**config.mk**
```make
export PLATFORM = sky130hd
export DESIGN_NAME = cc_timer_status
export DESIGN_NICKNAME = d
export VERILOG_FILES = /design/src/rtl/cct_pkg.sv /design/src/rtl/cct_counter.sv /design/src/rtl/cct_edge_det.sv /design/src/rtl/cct_flag_cell.sv /design/src/rtl/cc_timer_status.sv
export SDC_FILE = /design/constraint.sdc
export NUM_CORES = 1
export LEC_CHECK = 0
export ABC_AREA = 1
export BUFFER_PORTS_ARGS = -buffer_cell sky130_fd_sc_hd__buf_4
export CAP_MARGIN = 10
export CORE_MARGIN = 5
export CORE_UTILIZATION = 63
export CTS_BUF_LIST = sky130_fd_sc_hd__clkbuf_4
export DETAILED_ROUTE_END_ITERATION = 16
export PLACE_DENSITY = 0.79
export RECOVER_POWER = 50
export SLEW_MARGIN = 20
export SYNTH_ARGS = -nofsm -noshare
export SYNTH_HDL_FRONTEND = slang
export SYNTH_SLANG_ARGS = --single-unit
```
**constraint.sdc**
```tcl
create_clock -name clk -period 1.9 [get_ports clk]
set_input_delay 0 -clock clk [delete_from_list [all_inputs] [get_ports clk]]
set_output_delay 0 -clock clk [all_outputs]
set_load 0.005 [all_outputs]
```
**src/rtl/cct_pkg.sv**
```systemverilog
package cct_pkg;
  localparam int DW    = 8;
  localparam int CW    = 2 * DW;
  localparam int AW    = 8;
  localparam int NFLAG = 5;
  localparam int NCH   = 2;

  localparam logic [AW-1:0] A_STAT   = 8'h13;
  localparam logic [AW-1:0] A_CAP1_H = 8'h14;
  localparam logic [AW-1:0] A_CAP1_L = 8'h15;
  localparam logic [AW-1:0] A_CMP1_H = 8'h16;
  localparam logic [AW-1:0] A_CMP1_L = 8'h17;
  localparam logic [AW-1:0] A_CNT_H  = 8'h18;
  localparam logic [AW-1:0] A_CNT_L  = 8'h19;
  localparam logic [AW-1:0] A_CAP2_H = 8'h1C;
  localparam logic [AW-1:0] A_CAP2_L = 8'h1D;
  localparam logic [AW-1:0] A_CMP2_H = 8'h1E;
  localparam logic [AW-1:0] A_CMP2_L = 8'h1F;

  // flag index = status bit - (DW - NFLAG)
  typedef enum int {FI_CMP2 = 0, FI_CAP2 = 1, FI_OVF = 2, FI_CMP1 = 3, FI_CAP1 = 4} flag_idx_e;

  // low-byte address that completes each flag's clear, indexed by flag_idx_e
  localparam logic [NFLAG-1:0][AW-1:0] FLAG_LO_A = {A_CAP1_L, A_CMP1_L, A_CNT_L, A_CAP2_L, A_CMP2_L};

  // per-channel addresses, index 0 = channel 1
  localparam logic [NCH-1:0][AW-1:0] CMP_HI_A = {A_CMP2_H, A_CMP1_H};
  localparam logic [NCH-1:0][AW-1:0] CMP_LO_A = {A_CMP2_L, A_CMP1_L};
  localparam logic [NCH-1:0][AW-1:0] CAP_HI_A = {A_CAP2_H, A_CAP1_H};
  localparam logic [NCH-1:0][AW-1:0] CAP_LO_A = {A_CAP2_L, A_CAP1_L};
endpackage

```
**src/rtl/cct_counter.sv**
```systemverilog
module cct_counter #(
  parameter int W = 16
) (
  input  logic         clk,
  input  logic         rst_n,
  input  logic         en,
  output logic [W-1:0] cnt_q,
  output logic [W-1:0] cnt_nxt,
  output logic         wrap
);
  logic [W-1:0] cnt_d;

  always_comb begin
    cnt_nxt = cnt_q + {{(W-1){1'b0}}, 1'b1};
    cnt_d   = en ? cnt_nxt : cnt_q;
    wrap    = en && (cnt_q == {W{1'b1}});
  end

  always_ff @(posedge clk or negedge rst_n) begin
    if (!rst_n) cnt_q <= '0;
    else        cnt_q <= cnt_d;
  end

  a_r2_step: assert property (@(posedge clk) disable iff (!rst_n)
    en |=> cnt_q == $past(cnt_q) + W'(1));
  a_r2_hold: assert property (@(posedge clk) disable iff (!rst_n)
    !en |=> $stable(cnt_q));
endmodule

```
**src/rtl/cct_edge_det.sv**
```systemverilog
module cct_edge_det #(
  parameter int STAGES = 2
) (
  input  logic clk,
  input  logic rst_n,
  input  logic din,
  input  logic rise_sel,
  output logic pulse
);
  // [STAGES-1:0] synchronizer, [STAGES] one-cycle delayed copy
  logic [STAGES:0] pipe_q, pipe_d;
  logic            rise, fall;

  always_comb begin
    pipe_d = {pipe_q[STAGES-1:0], din};
    rise   = pipe_q[STAGES-1] & ~pipe_q[STAGES];
    fall   = ~pipe_q[STAGES-1] & pipe_q[STAGES];
    pulse  = rise_sel ? rise : fall;
  end

  always_ff @(posedge clk or negedge rst_n) begin
    if (!rst_n) pipe_q <= '0;
    else        pipe_q <= pipe_d;
  end

  a_r5_single_pulse: assert property (@(posedge clk) disable iff (!rst_n)
    pulse |=> !pulse);
endmodule

```
**src/rtl/cct_flag_cell.sv**
```systemverilog
module cct_flag_cell (
  input  logic clk,
  input  logic rst_n,
  input  logic set_ev,
  input  logic stat_rd,
  input  logic low_acc,
  output logic flag_q
);
  logic armed_q, armed_d, flag_d;

  always_comb begin
    flag_d  = flag_q;
    armed_d = armed_q;
    if (stat_rd && flag_q) armed_d = 1'b1;
    if (low_acc) begin
      armed_d = 1'b0;
      if (armed_q) flag_d = 1'b0;
    end
    if (set_ev) flag_d = 1'b1;
  end

  // flag survives reset: no reset term
  always_ff @(posedge clk) begin
    flag_q <= flag_d;
  end

  always_ff @(posedge clk or negedge rst_n) begin
    if (!rst_n) armed_q <= 1'b0;
    else        armed_q <= armed_d;
  end

  a_r9_set_wins: assert property (@(posedge clk) disable iff (!rst_n)
    set_ev |=> flag_q);
  a_r7_clear: assert property (@(posedge clk) disable iff (!rst_n)
    (low_acc && armed_q && !set_ev) |=> !flag_q);
  a_r8_unarmed_hold: assert property (@(posedge clk) disable iff (!rst_n)
    (low_acc && !armed_q && flag_q) |=> flag_q);
endmodule

```
**src/rtl/cc_timer_status.sv**
```systemverilog
module cc_timer_status
  import cct_pkg::*;
#(
  parameter int SYNC_STAGES = 2
) (
  input  logic          clk,
  input  logic          rst_n,
  input  logic          cnt_en,
  input  logic          cap1_rise_sel,
  input  logic          cap_in1,
  input  logic          cap_in2,
  input  logic [AW-1:0] bus_addr,
  input  logic          bus_rd,
  input  logic          bus_wr,
  input  logic [DW-1:0] bus_wdata,
  output logic [DW-1:0] bus_rdata
);
  logic [CW-1:0] cnt_q, cnt_nxt;
  logic          cnt_wrap;

  cct_counter #(.W(CW)) u_cnt (
    .clk     (clk),
    .rst_n   (rst_n),
    .en      (cnt_en),
    .cnt_q   (cnt_q),
    .cnt_nxt (cnt_nxt),
    .wrap    (cnt_wrap)
  );

  logic [NCH-1:0]         cap_pulse, cmp_hit, cap_pin, edge_rise;
  logic [NCH-1:0][CW-1:0] cmp_q, cmp_d, cap_q, cap_d;

  assign cap_pin   = {cap_in2, cap_in1};
  assign edge_rise = {1'b0, cap1_rise_sel};

  for (genvar ch = 0; ch < NCH; ch++) begin : g_ch
    cct_edge_det #(.STAGES(SYNC_STAGES)) u_edge (
      .clk      (clk),
      .rst_n    (rst_n),
      .din      (cap_pin[ch]),
      .rise_sel (edge_rise[ch]),
      .pulse    (cap_pulse[ch])
    );

    always_comb begin
      cmp_hit[ch] = cnt_en && (cnt_nxt == cmp_q[ch]);
      cmp_d[ch]   = cmp_q[ch];
      if (bus_wr && bus_addr == CMP_HI_A[ch]) cmp_d[ch][CW-1:DW] = bus_wdata;
      if (bus_wr && bus_addr == CMP_LO_A[ch]) cmp_d[ch][DW-1:0]  = bus_wdata;
      cap_d[ch]   = cap_pulse[ch] ? cnt_q : cap_q[ch];
    end

    always_ff @(posedge clk or negedge rst_n) begin
      if (!rst_n) begin
        cmp_q[ch] <= '1;
        cap_q[ch] <= '0;
      end else begin
        cmp_q[ch] <= cmp_d[ch];
        cap_q[ch] <= cap_d[ch];
      end
    end

    a_r5_capture_latch: assert property (@(posedge clk) disable iff (!rst_n)
      cap_pulse[ch] |=> cap_q[ch] == $past(cnt_q));
    a_r4_compare_sets: assert property (@(posedge clk) disable iff (!rst_n)
      (cnt_en && !bus_wr && (cnt_q + CW'(1)) == cmp_q[ch])
        |=> g_flag[ch == 0 ? FI_CMP1 : FI_CMP2].u_cell.flag_q);
  end

  logic [NFLAG-1:0] set_ev, low_acc, flag_q;
  logic             stat_rd;

  always_comb begin
    stat_rd          = bus_rd && (bus_addr == A_STAT);
    set_ev           = '0;
    set_ev[FI_CMP2]  = cmp_hit[1];
    set_ev[FI_CAP2]  = cap_pulse[1];
    set_ev[FI_OVF]   = cnt_wrap;
    set_ev[FI_CMP1]  = cmp_hit[0];
    set_ev[FI_CAP1]  = cap_pulse[0];
  end

  for (genvar i = 0; i < NFLAG; i++) begin : g_flag
    assign low_acc[i] = (bus_rd || bus_wr) && (bus_addr == FLAG_LO_A[i]);
    cct_flag_cell u_cell (
      .clk     (clk),
      .rst_n   (rst_n),
      .set_ev  (set_ev[i]),
      .stat_rd (stat_rd),
      .low_acc (low_acc[i]),
      .flag_q  (flag_q[i])
    );
  end

  always_comb begin
    case (bus_addr)
      A_STAT:   bus_rdata = {flag_q, {(DW-NFLAG){1'b0}}};
      A_CAP1_H: bus_rdata = cap_q[0][CW-1:DW];
      A_CAP1_L: bus_rdata = cap_q[0][DW-1:0];
      A_CMP1_H: bus_rdata = cmp_q[0][CW-1:DW];
      A_CMP1_L: bus_rdata = cmp_q[0][DW-1:0];
      A_CNT_H:  bus_rdata = cnt_q[CW-1:DW];
      A_CNT_L:  bus_rdata = cnt_q[DW-1:0];
      A_CAP2_H: bus_rdata = cap_q[1][CW-1:DW];
      A_CAP2_L: bus_rdata = cap_q[1][DW-1:0];
      A_CMP2_H: bus_rdata = cmp_q[1][CW-1:DW];
      A_CMP2_L: bus_rdata = cmp_q[1][DW-1:0];
      default:  bus_rdata = '0;
    endcase
  end

  a_r3_wrap_sets_ovf: assert property (@(posedge clk) disable iff (!rst_n)
    (cnt_en && cnt_q == '1) |=> flag_q[FI_OVF]);
  a_r1_low_bits_zero: assert property (@(posedge clk) disable iff (!rst_n)
    (bus_addr == A_STAT) |-> bus_rdata[DW-NFLAG-1:0] == '0);
endmodule

```
Word-level counts from Yosys, hierarchy flattened
Cells that the tools add are included.
Storage, ports and cells
  register bits: 96
  bits in writable memories: 0
  memories kept: 0
  memory bits (read-only): 0
  bits in latches: 0
  input bits: 24
  output and inout bits: 8
Operators by class
  equal/unequal tests: 14
  shifts and indexed selects: 0
  add/sub/neg operators: 1
  multiplexer cells: 12
  $lt $le $gt $ge: 0
  multipliers: 0
  reductions and logical operators: 29
  bitwise logic cells: 6
  divide/modulo/power cells: 0
Operators by type and width (count)
  equality test 8 x 5 -> 1 bit (second input constant): 11
  one-hot mux 8 bit (11 select lines): 1
  equality test 16 bit: 2
  logical AND 1 bit: 18
  adder 16 x 1 -> 16 bit (second input constant): 1
  equality test 16 bit (second input constant): 1
  2-to-1 mux 1 bit: 11
  AND reduction 2 bit: 5
  nonzero test 2 bit: 5
  AND 1 bit: 3
  inverter 1 bit: 3
  logical OR 1 bit: 1

Logic depth before layout (Yosys ltp)
  depth in word-level cells: 5
  gate-level depth with buffers: 14
  mapped depth without buffers: 14

Hierarchy
From an unflattened synthesis, not the netlist that was laid out.
Second synthesis, totals
  cell total of the unflattened synthesis: 721
  area, all modules: 5594.1 um^2
By module, submodules not included
  cc_timer_status: area an instance 4030.1 um^2, sequential area each 1641.6 um^2, instances 1, cells an instance 518
  cct_counter: area an instance 982.2 um^2, sequential area each 400.4 um^2, instances 1, cells an instance 140
  cct_flag_cell: area an instance 76.3 um^2, sequential area each 45.0 um^2, instances 5, cells an instance 9
  cct_edge_det: area an instance 100.1 um^2, sequential area each 75.1 um^2, instances 2, cells an instance 9

Worst setup path after synthesis
No wires, ideal clock.
  path type: register -> register
  start: reg u_cnt.cnt_q[1]
  end: reg g_flag[0].u_cell.flag_q
  stages on the path, launching flop included: 13
  library setup time: 0.112 ns
  data arrival time: 1.473 ns
  setup slack: 0.315 ns
  path buffers: 0
  period minus slack after synthesis: 1.585 ns
  cells stage by stage: dfrtp_1 > ha_1 > nand2_1 > nor2_4 > nand2_1 > nor2_1 > nand2_1 > nand3_1 > nand2_1 > nand3_1 > nor2_1 > nand2_1 > nand2_1
Between the ends
  longest elaborated chain between the ends: 3
Ends and longest elaborated chain
  from (decl): RTL line cct_counter.sv:7  | output logic [W-1:0] cnt_q,
  from (signal assigned): RTL line cct_counter.sv:21  | else cnt_q <= cnt_d;
  adder 16 x 1 -> 16 bit: RTL line cct_counter.sv:14  | cnt_nxt = cnt_q + {{(W-1){1'b0}}, 1'b1};
  equality test 16 bit: RTL line cc_timer_status.sv:46  | cmp_hit[ch] = cnt_en && (cnt_nxt == cmp_q[ch]);
  logical AND 1 bit: RTL line cc_timer_status.sv:46
  to (signal assigned): RTL line cct_flag_cell.sv:24  | flag_q <= flag_d;
  to (decl): RTL line cct_flag_cell.sv:7  | output logic flag_q
No other way between the ends.
A chain may end at the register's enable or synchronous reset.

Worst setup path after layout
  start: reg u_cnt.cnt_q[4]
  end: reg g_flag[3].u_cell.flag_q
Between the ends
  longest elaborated chain between the ends: 3
Ends and longest elaborated chain (RTL line)
  adder 16 x 1 -> 16 bit: cct_counter.sv:14
  equality test 16 bit: cc_timer_status.sv:46
  logical AND 1 bit: cc_timer_status.sv:46
  to (signal assigned): cct_flag_cell.sv:24
  to (decl): cct_flag_cell.sv:7
No other way between the ends.

==> results.md <==
- Peak VDD IR: 0.567 mV
- Setup TNS: 0 ps
- Leading area contributor after synthesis: dfrtp_1
- Crit. End Element: flop
- Syn nets: 731
- CTS sink cnt: 96
- Post-synth EDFFs: 0
- ANT cells: 0
- PwrDens: 920 nW/um^2
- First-pass GRT wire length: 24500 um
- Final ANT Viol Nets: 0
- Total power: 0.00561 W
- Core Footprint: 8260 um^2
- Hpwl dp: 11600 um
- Fmax: 556 MHz
- Die span in x: 102 um
- Crit-path max FO: 6
- Startpoint Class: flop
- Yosys warns: 0
- R2R depth: 8
- H-tree depth: 3
- Total grt overflow: 0
- Total number of vias: 5188
- Clk buf depth: 2
- Cell count along the critical path: 8
- Die height: 102 um
- Crit Path Class: flop to flop
- # placed instances: 837
- IO Count: 32
- HP Class: input port to flop
- Die area: 10500 um^2
- CTS buffer count: 9
- Ratio of cells with drive above 1 in the final layout: 0.180
- Final Hold Fails: 0
- Post-synthesis average cell area: 7.63 um^2
- Synth Cell Area: 5390 um^2
- DRC: 0
- Distinct cells, synth: 38
- GRT Total Usage: 0.307
- Fin Clk Skew: 25.8 ps
- CTS tree: built
- CP arrival: 2180 ps
- RSZ-0062 raised after global routing: yes
- Worst path bufs/invs: 0
- Synth Instances: 706
- Hold depth: 4
- Critical path's most frequent cell: nand2_1
- Cell chain of the critical path: nand2_1 -> nor2_2 -> nand3_1 -> xor3_1 -> nand3_1 -> nor2_1 -> nand2_1 -> nand2_1
- Worst Tran Pin Value: 1000 ps
- Clock slew at reported path FFs: 150 ps
- Status: finished, final reports clean
- Vias in the first global route: 4825
- Post-Layout Cell Count: 870
- Finished Core Util: 0.738
- Sequential share of the synthesized area: 0.449
- Row count: 33
- WL per Instance: 18.0 um
- Port buffer count: 31
- Routed vias/inst: 5.96
- Worst-Skew Late Latency: 450 ps
- DR pass1 iterations: 6
- Seq cells post-synth: 96
- Initial antenna violation count: 0
- Setup violations, final: 0
- Minimum clock period: 1800 ps
- Critical Path RT: 2280 ps
- Synth Flop Type: dfrtp_1
- Largest cells by area after synthesis: dfrtp_1 (27%), dfstp_2 (16%), nand2_1 (14%), o21ai_0 (6.8%), nand3_1 (6.6%)
- Final worst path period share: 0.946
- Post-synth top area share: 0.274
- Leakage: 2.73 nW
- Final WL: 15600 um
- Largest net degree at the start of global routing: 52
- Async set-reset flop share out of synthesis: 0.948
- Crit path max-delay family: simple AND/OR/NAND/NOR gates
- Final nets: 785
- Gp weighted congestion: 1.02
- Pins Over Slew Limit: 0
- Synthesis-to-layout area growth: 13.1%
- Initial Util: 0.652
- Slowest cell on crit path: dfrtp_1
- DR iter-0 viols: 460
- Maxcap violations: 0
- Relative slew margins: 0.330
- Root buffer cell: clkbuf_4
- CP max stage delay: 530 ps
-- power breakdown --
group          leakage [nW]  internal (W)  total, W  switching (W)
sequential             1.11       0.00238   0.00269       0.000303
combinational          1.52      0.000552   0.00150       0.000945
clock                0.0975      0.000680   0.00142       0.000742
total                  2.73       0.00362   0.00561        0.00199
-- cells in the mapped netlist (2+ instances only) --
cell and n:
inv_1 87, nand2_4 3, xnor3_1 2, nand2_2 6
dfstp_2 32, buf_6 3, dfxtp_1 5, o21ai_0 73
nand2_1 195, nand3_1 71, xor3_1 2, buf_2 3
nand3b_1 5, dfrtp_1 59, o22ai_1 19, a21oi_1 18
a31oi_1 6, buf_4 3, inv_2 5, nor2_2 4
nor2_1 49, o21ai_2 17, xor2_1 4, clkbuf_1 7
nand4_1 11, nor2_4 5
-- path summary, 6_finish.rpt --
check	start	endpoint	slack [ps]
worst min register to register	g_ch[1].u_edge.pipe_q[0]	g_ch[1].u_edge.pipe_q[1]	350
max in group asynchronous	rst_n	u_cnt.cnt_q[3]	300
worst max register to register	u_cnt.cnt_q[4]	g_flag[3].u_cell.flag_q	100
worst min-delay path	bus_addr[2]	g_flag[0].u_cell.armed_q	60
min in group asynchronous	rst_n	g_ch[1].u_edge.pipe_q[1]	230
worst max-delay path	u_cnt.cnt_q[4]	g_flag[3].u_cell.flag_q	100
-- layer usage --
metal | global-route usage | part of all wire | vias to the layer above
met4 | 0.115 | 0.033 | 0
li1 | - | - | 2409
met5 | 0 | 0 | -
met3 | 0.0471 | 0.096 | 53
met1 | 0.425 | 0.41 | 2459
met2 | 0.490 | 0.46 | 267
-- per-stage QoR --
stage | instance area, um^2 | hold WS, ps | worst slack (ps)
4_1_cts | 6090 | 28.4 | 51.1
3_3_place_gp | 5750 | 6.73 | 128
5_1_grt | 6090 | 49.1 | -42.9
2_1_floorplan | 5390 | -296 | 315
6_report | 6090 | 60.9 | 103
3_5_place_dp | 5750 | 18.5 | 115
-- cells in the final DEF, fill, tap and decap left out, types with 6 or more instances in the layout --
cell type,n
a21oi_1,18
a31oi_1,6
buf_4,41
clkbuf_4,12
dfrtp_1,55
dfstp_2,32
dlygate4sd3_1,15
inv_1,90
nand2_1,196
nand2_2,6
nand3_1,70
nand4_1,11
nor2_1,49
o21ai_0,75
o21ai_2,15
o22ai_1,19
-- layout make-up --
class / instances / area [um^2]
fill: 651 / 2170
clock inverter: 7 / 124
timing repair buffer: 61 / 490
clock buffer: 9 / 67.6
inverter: 92 / 345
tap: 105 / 131
multi-input combinational: 500 / 2510
sequential: 96 / 2420
-- worst reg2reg max path, stage by stage (launching register included) --
cell and delay, ps:
dfrtp_1 530, nand2_1 170, nor2_2 270, nand3_1 210, xor3_1 270, nand3_1 90, nor2_1 100, nand2_1 60
nand2_1 50
-- registers in the layout, indices dropped and copies added, names as in the netlist --
| signal | flops |
|---|---|
| g_ch.u_edge.pipe_q | 6 |
| g_flag.u_cell.armed_q | 5 |
| u_cnt.cnt_q | 16 |
| cap_q | 32 |
| g_flag.u_cell.flag_q | 5 |
| cmp_q | 32 |
-- kinds of logic (layout without fill, tap and decap cells) --
logic type,Yosys count,count (layout),synth area share
buffers and inverters,110,169,0.0839
and+or+nand+nor,355,355,0.296
adders and majority gates,1,1,0.00232
DFF,96,96,0.449
xor gates and xnor gates,8,8,0.0237
AOI/OAI and AO/OA,136,136,0.145
-- repair_timing --
item,4_1_cts,5_1_grt
setup buffers,0,2
hold buffers,15,0
gates resized for setup,0,13
endpoints found under the hold margin,110,0
endpoints found under the setup margin,0,3
Note: power is estimated with default switching activity, not from simulation.
